**src/rtl/dstr_pkg.sv**
```systemverilog
package dstr_pkg;
  localparam int NCH = 2;
  localparam int CH_W = 1;

  typedef enum logic {
    TX_IDLE,
    TX_SHIFT
  } tx_state_e;
endpackage

```
**src/rtl/dstr_timer.sv**
```systemverilog
module dstr_timer #(
  parameter int TIMER_W = 16,
  parameter int CMP0    = 2,
  parameter int CMP1    = 3
) (
  input  logic               clk,
  input  logic               rst,
  input  logic [TIMER_W-1:0] period_i,
  output logic [1:0]         ev_o
);
  logic [TIMER_W-1:0] count_q;
  logic [1:0]         ev_q;
  logic               run;

  assign run = (period_i != '0);

  always_ff @(posedge clk) begin
    if (rst || !run) begin
      count_q <= '0;
    end else if (count_q >= period_i - 1'b1) begin
      count_q <= '0;
    end else begin
      count_q <= count_q + 1'b1;
    end
  end

  always_ff @(posedge clk) begin
    if (rst) begin
      ev_q <= '0;
    end else begin
      ev_q[0] <= run && (count_q == TIMER_W'(CMP0));
      ev_q[1] <= run && (count_q == TIMER_W'(CMP1));
    end
  end

  assign ev_o = ev_q;


  count_wrap_chk: assert property (@(posedge clk) disable iff (rst)
    (period_i != '0 && count_q >= period_i - 1'b1) |=> (count_q == '0));


  stagger_chk: assert property (@(posedge clk) disable iff (rst)
    ev_q[1] |-> $past(ev_q[0]));
endmodule

```
**src/rtl/dstr_pingpong.sv**
```systemverilog
module dstr_pingpong
  import dstr_pkg::*;
#(
  parameter int CODE_W    = 16,
  parameter int BATCH_LEN = 4,
  parameter int IDX_W     = (BATCH_LEN > 1) ? $clog2(BATCH_LEN) : 1
) (
  input  logic              clk,
  input  logic              rst,
  input  logic [NCH-1:0]    ev_i,
  input  logic              wr_en_i,
  input  logic [CH_W-1:0]   wr_ch_i,
  input  logic [IDX_W-1:0]  wr_idx_i,
  input  logic [CODE_W-1:0] wr_data_i,
  output logic [NCH-1:0]    start_o,
  output logic [CODE_W-1:0] code_o [NCH],
  output logic              done_o,
  output logic              flag_o,
  output logic              idle_o
);
  localparam int DEPTH = 2 * (1 << IDX_W);
  localparam logic [IDX_W-1:0] LAST = IDX_W'(BATCH_LEN - 1);

  logic             active_q;
  logic [IDX_W-1:0] idx_q;
  logic             done_q;
  logic             flag_q;
  logic [NCH-1:0]   start_q;
  logic             wr_ok;
  logic             swap;

  assign wr_ok = wr_en_i && (wr_idx_i <= LAST);
  assign swap  = ev_i[NCH-1] && (idx_q == LAST);

  for (genvar g = 0; g < NCH; g++) begin : g_ch
    logic [CODE_W-1:0] mem [0:DEPTH-1];
    logic [CODE_W-1:0] rd_q;

    always_ff @(posedge clk) begin
      if (wr_ok && wr_ch_i == CH_W'(g)) begin
        mem[{~active_q, wr_idx_i}] <= wr_data_i;
      end
      if (ev_i[g]) begin
        rd_q <= mem[{active_q, idx_q}];
      end
    end

    assign code_o[g] = rd_q;
  end

  always_ff @(posedge clk) begin
    if (rst) begin
      active_q <= 1'b0;
      idx_q    <= '0;
      done_q   <= 1'b0;
      flag_q   <= 1'b0;
      start_q  <= '0;
    end else begin
      start_q <= ev_i;
      done_q  <= swap;
      if (ev_i[NCH-1]) begin
        if (swap) begin
          idx_q    <= '0;
          active_q <= ~active_q;
        end else begin
          idx_q <= idx_q + 1'b1;
        end
      end
      if (swap) begin
        flag_q <= 1'b1;
      end else if (wr_en_i && wr_idx_i == LAST) begin
        flag_q <= 1'b0;
      end
    end
  end

  assign start_o = start_q;
  assign done_o  = done_q;
  assign flag_o  = flag_q;
  assign idle_o  = ~active_q;


  done_pulse_chk: assert property (@(posedge clk) disable iff (rst)
    done_q |=> !done_q);


  swap_toggle_chk: assert property (@(posedge clk) disable iff (rst)
    done_q |-> (active_q != $past(active_q)));


  flag_set_chk: assert property (@(posedge clk) disable iff (rst)
    done_q |-> flag_q);
endmodule

```
**src/rtl/dstr_spi_tx.sv**
```systemverilog
module dstr_spi_tx
  import dstr_pkg::*;
#(
  parameter int CODE_W   = 16,
  parameter int SCLK_DIV = 1
) (
  input  logic              clk,
  input  logic              rst,
  input  logic              start_i,
  input  logic [CODE_W-1:0] data_i,
  output logic              cs_n_o,
  output logic              sclk_o,
  output logic              mosi_o
);
  localparam int DIV_W = (SCLK_DIV > 1) ? $clog2(SCLK_DIV) : 1;
  localparam int BIT_W = $clog2(CODE_W);

  tx_state_e         st_q;
  logic              cs_n_q;
  logic              sclk_q;
  logic [CODE_W-1:0] sh_q;
  logic [BIT_W-1:0]  bit_q;
  logic [DIV_W-1:0]  div_q;
  logic              pend_q;
  logic [CODE_W-1:0] hold_q;

  always_ff @(posedge clk) begin
    if (rst) begin
      st_q   <= TX_IDLE;
      cs_n_q <= 1'b1;
      sclk_q <= 1'b0;
      sh_q   <= '0;
      bit_q  <= '0;
      div_q  <= '0;
      pend_q <= 1'b0;
      hold_q <= '0;
    end else begin
      case (st_q)
        TX_IDLE: begin
          if (pend_q) begin
            sh_q   <= hold_q;
            cs_n_q <= 1'b0;
            st_q   <= TX_SHIFT;
            bit_q  <= '0;
            div_q  <= '0;
            if (start_i) begin
              hold_q <= data_i;
            end else begin
              pend_q <= 1'b0;
            end
          end else if (start_i) begin
            sh_q   <= data_i;
            cs_n_q <= 1'b0;
            st_q   <= TX_SHIFT;
            bit_q  <= '0;
            div_q  <= '0;
          end
        end
        default: begin
          if (start_i) begin
            pend_q <= 1'b1;
            hold_q <= data_i;
          end
          if (div_q == DIV_W'(SCLK_DIV - 1)) begin
            div_q  <= '0;
            sclk_q <= ~sclk_q;
            if (sclk_q) begin
              if (bit_q == BIT_W'(CODE_W - 1)) begin
                cs_n_q <= 1'b1;
                st_q   <= TX_IDLE;
                sh_q   <= '0;
              end else begin
                bit_q <= bit_q + 1'b1;
                sh_q  <= {sh_q[CODE_W-2:0], 1'b0};
              end
            end
          end else begin
            div_q <= div_q + 1'b1;
          end
        end
      endcase
    end
  end

  assign cs_n_o = cs_n_q;
  assign sclk_o = sclk_q;
  assign mosi_o = sh_q[CODE_W-1];


  sclk_idle_chk: assert property (@(posedge clk) disable iff (rst)
    cs_n_q |-> !sclk_q);


  no_overrun_chk: assert property (@(posedge clk) disable iff (rst)
    (start_i && pend_q) |-> (st_q == TX_IDLE));


  frame_open_chk: assert property (@(posedge clk) disable iff (rst)
    $fell(cs_n_q) |-> (!sclk_q && $past(st_q) == TX_IDLE));
endmodule

```
**src/rtl/dac_stream_top.sv**
```systemverilog
module dac_stream_top
  import dstr_pkg::*;
#(
  parameter int CODE_W    = 16,
  parameter int BATCH_LEN = 4,
  parameter int TIMER_W   = 16,
  parameter int CMP0      = 2,
  parameter int CMP1      = 3,
  parameter int SCLK_DIV  = 1,
  parameter int IDX_W     = (BATCH_LEN > 1) ? $clog2(BATCH_LEN) : 1
) (
  input  logic               clk,
  input  logic               rst,
  input  logic [TIMER_W-1:0] period_i,
  input  logic               wr_en_i,
  input  logic               wr_ch_i,
  input  logic [IDX_W-1:0]   wr_idx_i,
  input  logic [CODE_W-1:0]  wr_data_i,
  output logic               batch_done_o,
  output logic               refill_flag_o,
  output logic               idle_half_o,
  output logic [1:0]         dac_cs_n_o,
  output logic [1:0]         dac_sclk_o,
  output logic [1:0]         dac_mosi_o
);
  logic [NCH-1:0]    ev;
  logic [NCH-1:0]    start;
  logic [CODE_W-1:0] code [NCH];

  dstr_timer #(
    .TIMER_W (TIMER_W),
    .CMP0    (CMP0),
    .CMP1    (CMP1)
  ) timer_i (
    .clk      (clk),
    .rst      (rst),
    .period_i (period_i),
    .ev_o     (ev)
  );

  dstr_pingpong #(
    .CODE_W    (CODE_W),
    .BATCH_LEN (BATCH_LEN),
    .IDX_W     (IDX_W)
  ) buf_i (
    .clk       (clk),
    .rst       (rst),
    .ev_i      (ev),
    .wr_en_i   (wr_en_i),
    .wr_ch_i   (wr_ch_i),
    .wr_idx_i  (wr_idx_i),
    .wr_data_i (wr_data_i),
    .start_o   (start),
    .code_o    (code),
    .done_o    (batch_done_o),
    .flag_o    (refill_flag_o),
    .idle_o    (idle_half_o)
  );

  for (genvar g = 0; g < NCH; g++) begin : g_tx
    dstr_spi_tx #(
      .CODE_W   (CODE_W),
      .SCLK_DIV (SCLK_DIV)
    ) tx_i (
      .clk     (clk),
      .rst     (rst),
      .start_i (start[g]),
      .data_i  (code[g]),
      .cs_n_o  (dac_cs_n_o[g]),
      .sclk_o  (dac_sclk_o[g]),
      .mosi_o  (dac_mosi_o[g])
    );
  end
endmodule

```
**config.mk**
```make
export PLATFORM = sky130hd
export DESIGN_NAME = dac_stream_top
export DESIGN_NICKNAME = d
export VERILOG_FILES = /design/src/rtl/dstr_pkg.sv /design/src/rtl/dstr_timer.sv /design/src/rtl/dstr_pingpong.sv /design/src/rtl/dstr_spi_tx.sv /design/src/rtl/dac_stream_top.sv
export SDC_FILE = /design/constraint.sdc
export NUM_CORES = 1
export LEC_CHECK = 0
export BUFFER_PORTS_ARGS = -buffer_cell sky130_fd_sc_hd__buf_2
export CORE_MARGIN = 2
export CORE_UTILIZATION = 42
export DETAILED_ROUTE_END_ITERATION = 16
export GPL_ROUTABILITY_DRIVEN = 0
export HOLD_SLACK_MARGIN = 0.03
export PLACE_DENSITY = 0.6
export SLEW_MARGIN = 25
export SYNTH_ARGS = -nofsm -noshare
export SYNTH_HDL_FRONTEND = slang
export SYNTH_SLANG_ARGS = --single-unit
```
**constraint.sdc**
```tcl
create_clock -name clk -period 5.25 [get_ports clk]
set_input_delay 1.05 -clock clk [delete_from_list [all_inputs] [get_ports clk]]
set_output_delay 1.05 -clock clk [all_outputs]
set_load 0.05 [all_outputs]
```
==> results of run 1 <==
## synth_stat cells (all sizes together)
cell type	count
nor3b	1
dfxtp	105
a2111oi	1
nor2b	5
or4b	1
nand3b	3
mux2i	33
ha	22
edfxtp	288
o21ai	9
nand2	183
nand4	7
mux2	1
nor3	22
a211oi	30
o21a	3
a41oi	1
and3	2
a31o	1
a21oi	78
buf	27
nand3	15
clkbuf	35
or3	2
nand2b	6
nor4	7
inv	12
and2	5
a31oi	1
and4	2
or2	1
or4	2
xor2	15
nor4b	1
mux4	64
nor2	111
xnor2	21
## cells by family (layout without fill, tap and decap cells)
family	after synthesis	count (layout)	synth area share, %
XOR/XNOR	36	36	1.99
buffers and inverters	74	155	2.08
AO/OA/AOI/OAI	124	124	4.52
flip-flops	393	393	67.9
adder cells (fa/ha/maj)	22	22	1.74
AND/OR/NAND/NOR	376	376	10.5
multiplexers	98	98	11.3
## worst min-delay path, stage by stage, from the launching register on
cell	delay [ns]
dfxtp_1	0.31
nand2_1	0.05
a21oi_1	0.05
## cell type report
| type | count | area share, % |
|---|---|---|
| multi-input combinational | 656 | 26.8 |
| inverter | 12 | 0.250 |
| tap | 511 | 3.55 |
| clock buffer | 54 | 6.20 |
| clock inverter | 20 | 1.13 |
| timing repair buffer | 69 | 2.35 |
| sequential | 393 | 59.7 |
## sequential cells by signal (all words and copies together) (netlist names)
signal,cells
g_tx.tx_i.bit_q,8
buf_i.g_ch.rd_q,32
buf_i.start_o,2
g_tx.tx_i.hold_q,32
buf_i.active_q,1
buf_i.done_o,1
timer_i.ev_o,2
g_tx.tx_i.cs_n_o,2
g_tx.tx_i.pend_q,2
buf_i.g_ch.mem,256
g_tx.tx_i.st_q,2
g_tx.tx_i.sclk_o,2
timer_i.count_q,16
g_tx.tx_i.sh_q,32
buf_i.idx_q,2
buf_i.flag_o,1
## how the worst max path moves through the flow
stage / to / cells past startpoint / start / slack, ns
2_1_floorplan: timer_i.count_q[11] / 12 / period_i[5] / 1.65
3_3_place_gp: timer_i.count_q[15] / 12 / period_i[5] / 1.31
3_5_place_dp: timer_i.count_q[2] / 12 / period_i[5] / 1.23
4_1_cts: timer_i.count_q[2] / 12 / period_i[5] / 1.77
5_1_grt: timer_i.count_q[2] / 12 / period_i[5] / 1.51
6_report: timer_i.count_q[2] / 12 / period_i[5] / 1.77
## power groups by stage
stage                     Sequential, mW  Combinational [mW]  Clock, mW
final                               3.40               0.217       2.83
after global routing                3.40               0.244       3.03
after CTS                           3.41               0.215       2.90
after detailed placement            3.47               0.214          0
after global placement              3.47               0.209          0
after floorplan                     3.46               0.138          0
## metal layers
layer	track usage, %	share of wire (%)	vias up
li1	-	-	4258
met1	22.4	47	4297
met2	26.2	47	155
met3	2.74	4.0	39
met4	3.90	1.6	2
met5	0	0.043	-
## cell usage in the layout (no fill, tap or decap), types with 11 or more instances in the layout
cell,n
ha_1,22
nor3_1,12
nand3_1,15
buf_4,22
xnor2_1,21
mux4_2,64
clkbuf_16,43
mux2i_1,33
a211oi_1,30
inv_1,11
nor2_1,111
buf_2,46
a21oi_1,76
nand2_1,183
clkbuf_1,11
xor2_1,15
edfxtp_1,288
dfxtp_1,99
## per-stage QoR
step                      total power, mW  worst slack, ns
final                                6.45             1.77
after global routing                 6.67             1.51
after CTS                            6.53             1.77
after detailed placement             3.69             1.23
after global placement               3.68             1.31
after floorplan                      3.59             1.65
==> reports/metrics.yaml, run 1 <==
clock_tree:
  numCtsBuffers: 41
  cts_hold_buffers: 0
  root_buffer: "clkbuf_16"
  cts_resized: 0
  clk_pin_slew_ns: 0.06
  cts_setup_buffers: 0
  clock_latency_ns: 0.53
  tritoncts: "done"
  clockBufferDepth: 3
  numClockSinks: 393
  htree_levels: 2
sta:
  slew_violations: 0
  tns_ns: 0
  whs_ns: 0.452
  setup_viol: 0
  fin_crit_ns: 3.48
  slew_headroom_pct: 34.7
  tightestPinTransition_ns: 0.978
  fmax_mhz: 287
  finalClockSkew_ns: 0.0144
  finalHoldViolations: 0
  rsz0062_at_grt: "no"
  period_share_pct: 66.3
detailed_routing:
  dr.pass1.iters: 5
  post_drt_via_cell_ratio: 5.10
  vias: 8751
  antenna_left: 0
  wl_um: 30400
  drtIter0Drc: 634
  drc_errors: 0
  wire_per_inst_um: 17.7
logic_synthesis:
  ys_top_cells_by_area: "edfxtp_1 55%, dfxtp_1 13%, mux4_2 9.1%"
  syn_area_um2: 15800
  avgSynthCellArea_um2: 14.1
  syn_inst: 1123
  synth-seq-area-share_pct: 67.9
  synth-seq-cells: 393
  synth_top_area_cell: "edfxtp_1"
  yosysTopAreaCellShare_pct: 54.6
  yosysWarnings: 0
  syn-num-nets: 1183
  yosysUniqueCellTypes: 48
hold_path:
  worstHoldPathCells: 2
  min_to: "g_tx[1].tx_i.hold_q[13]"
  min_from: "g_tx[1].tx_i.hold_q[13]"
  hold_path.class: "reg -> reg"
grt:
  antenna_found_initial: 1
  grt_pass1_wl_um: 48800
  grt_pass1_vias: 8662
  overflow: 0
  grt_max_degree: 50
  track_usage_pct: 16.0
floorplan:
  rows: 71
  die_w_um: 198
  die_area_um2: 39300
  start_util_pct: 42.3
  ios: 47
  fp.dieH_um: 198
  core_area_um2: 37400
power_and_ir_drop:
  pwr-share-seq_pct: 52.7
  p_int_mw: 5.15
  p_per_area_nw_per_um2: 358
  p_comb_share_pct: 3.4
  p_sw_mw: 1.30
  p_leak_nw: 5.88
  ir_drop_uv: 210
  switching_share_pct: 20.2
  p_clk_share_pct: 43.9
final_layout:
  final-seq-area_um2: 10800
  multi_input_area_um2: 4830
  layout.nets: 1233
  final_cells: 1715
  layout-drive-gt1-share_pct: 18.5
  antenna_cells: 0
  filler_cell_count: 3251
  synthToLayoutAreaGrowth_pct: 13.8
  finalInstanceArea_um2: 18000
  final_util_pct: 48.2
run:
  maxCapViolCount: 0
placement:
  place_area_um2: 16700
  dp.cells: 1640
  dp_hpwl_um: 18400
  port_buffers: 46
worst_setup_path:
  rr_endpoint: "buf_i.g_ch[1].mem[2][13]"
  worst_setup_path_start_kind: "primary input"
  cp_max_fo: 16
  critical_path_arrival_ns: 3.87
  r2r_cells: 4
  cp_slowest_cell: "or4b_1"
  worstSetupPathType: "in -> reg"
  path_cells: "buf_2 -> nor4_4 -> nand2b_2 -> or3_4 -> nor4_4 -> xnor2_1 -> ha_1 -> nand4_1 -> nor3_2 -> or4b_1 -> nand4_2 -> nor2_1"
  cp_common_cell: "nor4_4"
  r2r-start: "buf_i.active_q"
  cp_top_family: "simple AND/OR/NAND/NOR gates"
  end_kind: "flip-flop"
  r2r_setup_slack_ns: 2.75
  path_buf_inv: 1
  slowest_delay_ns: 0.47
  cp.required_ns: 5.64
status:
  status: "complete, no violations"
Power figures use the tool's default switching activity.
==> run 2: changes to the inputs <==
PLACE_DENSITY = 0.62   (was 0.6)
clock period = 2.9 ns   (was 5.25 ns; I/O delays follow)
==> run 2 against run 1 <==
Clock skew is 0.0034 ns higher. Non-clock buffer count rose by 31. Via count increased by 1.2%. Critical path depth is the same. Critical path type unchanged. Largest power group unchanged. Highest routed layer unchanged.
==> reports/metrics.yaml, run 2 (synthesized netlist as in run 1, its figures left out) <==
grt:
  antenna_found_initial: 4
  grt_pass1_vias: 8803
  track_usage_pct: 16.1
  grt_max_degree: 67
  overflow: 0
  grt_pass1_wl_um: 49100
status:
  status: "complete, no violations"
floorplan:
  start_util_pct: 42.3
  die_w_um: 198
  fp.dieH_um: 198
  rows: 71
  ios: 47
  core_area_um2: 37400
  die_area_um2: 39300
final_layout:
  largest_register_ffs: 256
  antenna_cells: 0
  mostFrequentLayoutCells: "288 x edfxtp_1, 183 x nand2_1, 111 x nor2_1, 102 x dfxtp_1, 75 x a21oi_1"
  filler_cell_count: 3218
  layout-drive-gt1-share_pct: 20.4
  final_common_cell: "edfxtp_1"
  finalInstanceArea_um2: 18300
  synthToLayoutAreaGrowth_pct: 15.7
  layout.nets: 1266
  regMostFlops: "buf_i.g_ch.mem"
sta:
  rsz0062_at_grt: "no"
  finalHoldViolations: 0
  tightestPinTransition_ns: 0.687
  period_share_pct: 93.5
  fin_crit_ns: 2.71
  worst_slack_ns: 0.189
  finalClockSkew_ns: 0.0177
  slew_headroom_pct: 54.2
  fmax_mhz: 369
  slew_violations: 0
  setup_viol: 0
clock_tree:
  clockBufferDepth: 3
  cts_hold_buffers: 0
  root_buffer: "clkbuf_16"
  htree_levels: 2
  clock_latency_ns: 0.53
  clk_pin_slew_ns: 0.06
  numCtsBuffers: 42
  numClockSinks: 393
  tritoncts: "done"
worst_setup_path:
  crit_path_start: "period_i[4]"
  critical_path_arrival_ns: 3.12
  r2r-start: "timer_i.count_q[0]"
  r2r_cells: 8
  rr_endpoint: "timer_i.count_q[5]"
  path_cells: "buf_2 -> nor4_4 -> nand2b_2 -> or3_4 -> nor4_4 -> xnor2_1 -> ha_1 -> nand4_1 -> nor3_2 -> or4b_4 -> nand4_4 -> nor2_1"
  slowest_delay_ns: 0.53
  worstSetupPathType: "in -> reg"
  cp_slowest_cell: "or4b_4"
  cp_max_fo: 8
  cp_common_cell: "nor4_4"
  worst_setup_path_start_kind: "primary input"
  cp.required_ns: 3.31
  r2r_setup_slack_ns: 0.88
  critPathCapture: "timer_i.count_q[5]"
  end_kind: "flip-flop"
detailed_routing:
  wl_um: 30900
  dr.pass1.iters: 5
  wire_per_inst_um: 17.7
  vias: 8860
  drc_errors: 0
  post_drt_via_cell_ratio: 5.07
  drtIter0Drc: 887
  antenna_left: 0
hold_path:
  hold_path.class: "in -> reg"
power_and_ir_drop:
  p_per_area_nw_per_um2: 645
  p_leak_nw: 6.06
  p_total_mw: 11.8
  ir_drop_uv: 447
placement:
  place_area_um2: 16900
  place_ws_ns: -0.384
  dp_hpwl_um: 18700
  port_buffers: 46
run:
  maxCapViolCount: 0
==> run 2: area by class of cell <==
cell class                      count  area [um2]  share of cell area, %
Sequential cell                   393       10800                   58.7
Multi-Input combinational cell    657        4840                   26.4
Clock buffer                       58        1150                   6.30
Timing Repair Buffer              100         673                   3.68
Tap cell                          511         639                   3.49
Clock inverter                     18         204                   1.11
Inverter                           12        45.0                  0.246
==> run 2: routing by layer <==
layer	vias up	track usage [%]	share of wire, %
li1	4314	-	-
met1	4322	22.8	46
met2	172	26.0	47
met3	44	3.10	5.0
met4	8	3.29	1.3
met5	-	0	0.13
==> run 2: through the flow <==
| stage | TNS, ns | std cells | hold WS, ns | utilization [%] |
|---|---|---|---|---|
| final | 0 | 1749 | 0.440 | 49.0 |
| after global routing | 0 | 1749 | 0.440 | 49.0 |
| after CTS | 0 | 1747 | 0.436 | 48.9 |
| after detailed placement | -5.96 | 1671 | 0.448 | 45.3 |
| after global placement | -5.24 | 1671 | 0.441 | 45.3 |
| after floorplan | -1.56 | 1123 | 0.433 | - |
==> run 2: what timing repair did <==
action | in CTS | in global routing
endpoints found under the setup margin | 0 | 16
buffers inserted | 0 | 1
gates resized for setup | 0 | 2
==> run 2: power by group <==
| group | switching [mW] | leakage [nW] | total (mW) | internal (mW) |
|---|---|---|---|---|
| combinational | 0.257 | 1.94 | 0.422 | 0.165 |
| clock | 2.08 | 0.663 | 5.23 | 3.15 |
| sequential | 0.0485 | 3.45 | 6.15 | 6.11 |
==> run 2: how the worst min path moves through the flow <==
stage                                     endpoint  cells past startpoint  slack, ns                    start
after floorplan             g_tx[1].tx_i.hold_q[0]                      2       0.43   g_tx[1].tx_i.hold_q[0]
after global placement      g_tx[1].tx_i.hold_q[0]                      2       0.44   g_tx[1].tx_i.hold_q[0]
after detailed placement   g_tx[0].tx_i.hold_q[15]                      2       0.45  g_tx[0].tx_i.hold_q[15]
after CTS                 buf_i.g_ch[0].mem[3][13]                      1       0.44            wr_data_i[13]
after global routing      buf_i.g_ch[0].mem[3][13]                      1       0.44            wr_data_i[13]
final                               buf_i.idx_q[0]                      2       0.44                      rst
==> run 2: worst max-delay path, delay by kind of cell <==
kind | cells | cell delay (ns)
xor+xnor | 1 | 0.11
fa+ha+maj | 1 | 0.30
buf+inv | 1 | 0.12
simple gates | 9 | 2.01
==> run 3: changes to the inputs <==
CORE_ASPECT_RATIO = 1.1   (was not set)
==> run 3 against run 2 <==
Sequential cell count did not move. Register-to-register slack got worse by 0.03 ns. Setup slack lost 0.043 ns. Critical endpoint is now timer_i.count_q[13]. Worst hold slack lost 0.012 ns. Largest cell class unchanged. Critical path depth unchanged. Clock power is 9.6% lower. Sequential power hardly changed. Critical path type unchanged. Maximum frequency shrank 1.6%.
==> reports/metrics.yaml, run 3 (synthesized netlist as in run 1, its figures left out) <==
status:
  status: "complete, no violations"
worst_setup_path:
  worstSetupPathType: "in -> reg"
  cp.required_ns: 3.31
  cp_common_cell: "nor4_4"
  critical_path_arrival_ns: 3.16
  r2r_setup_slack_ns: 0.85
  r2r_cells: 8
  rr_endpoint: "timer_i.count_q[13]"
  cp_top_family: "simple AND/OR/NAND/NOR gates"
  path_cells: "buf_8 -> nor4_4 -> nand2b_2 -> or3_4 -> nor4_4 -> xnor2_1 -> ha_1 -> nand4_1 -> nor3_2 -> or4b_4 -> nand4_4 -> nor2_1"
  slowest_delay_ns: 0.54
  path_buf_inv: 1
  cp_slowest_cell: "or4b_4"
  cp_max_fo: 8
  end_kind: "flip-flop"
  r2r-start: "timer_i.count_q[0]"
  worst_setup_path_start_kind: "primary input"
grt:
  grt_pass1_vias: 9065
  grt_pass1_wl_um: 49400
  antenna_found_initial: 3
  grt_max_degree: 42
  track_usage_pct: 15.9
  overflow: 0
sta:
  fmax_mhz: 363
  setup_viol: 0
  tightestPinTransition_ns: 0.817
  finalHoldViolations: 0
  rsz0062_at_grt: "yes"
  slew_violations: 0
  slew_headroom_pct: 45.5
  period_share_pct: 95.0
  worst_slack_ns: 0.146
  finalClockSkew_ns: 0.0210
  fin_crit_ns: 2.75
clock_tree:
  cts_hold_buffers: 0
  numClockSinks: 393
  htree_levels: 2
  cts_setup_buffers: 0
  clockBufferDepth: 3
  tritoncts: "done"
  numCtsBuffers: 40
  root_buffer: "clkbuf_16"
  clk_pin_slew_ns: 0.06
  clock_latency_ns: 0.54
placement:
  port_buffers: 46
  place_area_um2: 16900
  dp_hpwl_um: 18900
  dp.cells: 1652
  place_ws_ns: -0.413
detailed_routing:
  vias: 8914
  wire_per_inst_um: 17.9
  post_drt_via_cell_ratio: 5.17
  wl_um: 30800
  dr.pass1.iters: 4
  drtIter0Drc: 592
  drc_errors: 0
  antenna_left: 0
floorplan:
  die_w_um: 189
  rows: 74
  core_area_um2: 37100
  start_util_pct: 42.6
  fp.dieH_um: 208
  die_area_um2: 39300
  ios: 47
final_layout:
  antenna_cells: 0
  mostFrequentLayoutCells: "288 x edfxtp_1, 183 x nand2_1, 111 x nor2_1, 102 x dfxtp_1, 75 x a21oi_1"
  final_util_pct: 48.8
  layout-drive-gt1-share_pct: 19.8
  largest_register_ffs: 256
  final_common_cell: "edfxtp_1"
  synthToLayoutAreaGrowth_pct: 14.5
  regMostFlops: "buf_i.g_ch.mem"
  finalInstanceArea_um2: 18100
  final_cells: 1724
  layout.nets: 1261
hold_path:
  worstHoldPathCells: 1
  min_from: "wr_data_i[10]"
  hold_path.class: "in -> reg"
  min_to: "buf_i.g_ch[1].mem[2][10]"
run:
  maxCapViolCount: 0
power_and_ir_drop:
  ir_drop_uv: 366
  p_per_area_nw_per_um2: 624
  p_leak_nw: 5.96
-- run 3: changes by cell type in the layout (fill, tap and decap cells not counted), sizes merged --
cell	delta
bufinv	-3
clkinvlp	+1
buf	-3
clkbuf	-6
clkinv	+3
-- run 3: area by class of cell --
type,count,area (um2)
Clock inverter,19,144
Timing Repair Buffer,97,679
Multi-Input combinational cell,657,4840
Sequential cell,393,10800
Clock buffer,52,1050
Tap cell,494,618
Inverter,12,45.0
Fill cell,3147,19000
-- run 3: what timing repair did --
action                                 in CTS  in global routing
endpoints found under the hold margin       0                  0
gates resized for setup                     0                  7
setup endpoints to repair                   0                 16
-- run 3: report_power, final --
part           leakage, nW  switching, mW  internal, mW
Clock                0.577           2.08          2.65
Sequential            3.45         0.0484          6.10
Combinational         1.93          0.260         0.166
-- run 3: per-stage QoR --
step / hold slack [ns] / TNS [ns] / power [mW]
after floorplan: 0.433 / -1.56 / 6.51
after global placement: 0.439 / -5.30 / 6.69
after detailed placement: 0.446 / -6.48 / 6.70
after CTS: 0.420 / 0 / 11.4
after global routing: 0.437 / -0.127 / 11.7
final: 0.428 / 0 / 11.3
-- run 3: worst max-delay path by stage --
| stage | startpoint | to | slack (ns) | depth (start not counted) |
|---|---|---|---|---|
| after global placement | period_i[4] | timer_i.count_q[5] | -0.33 | 12 |
| after CTS | period_i[4] | timer_i.count_q[4] | 0.13 | 12 |
| final | period_i[4] | timer_i.count_q[13] | 0.15 | 12 |
| after floorplan | period_i[4] | timer_i.count_q[14] | -0.14 | 12 |
| after global routing | period_i[4] | timer_i.count_q[14] | -0.02 | 12 |
| after detailed placement | period_i[4] | timer_i.count_q[4] | -0.41 | 12 |
-- run 3: metal layers --
metal  track usage [%]  part of all wire (%)
met2              26.6                    48
met4              4.31                   2.0
met3              2.57                   4.8
met5                 0                  0.11
met1              21.7                    45
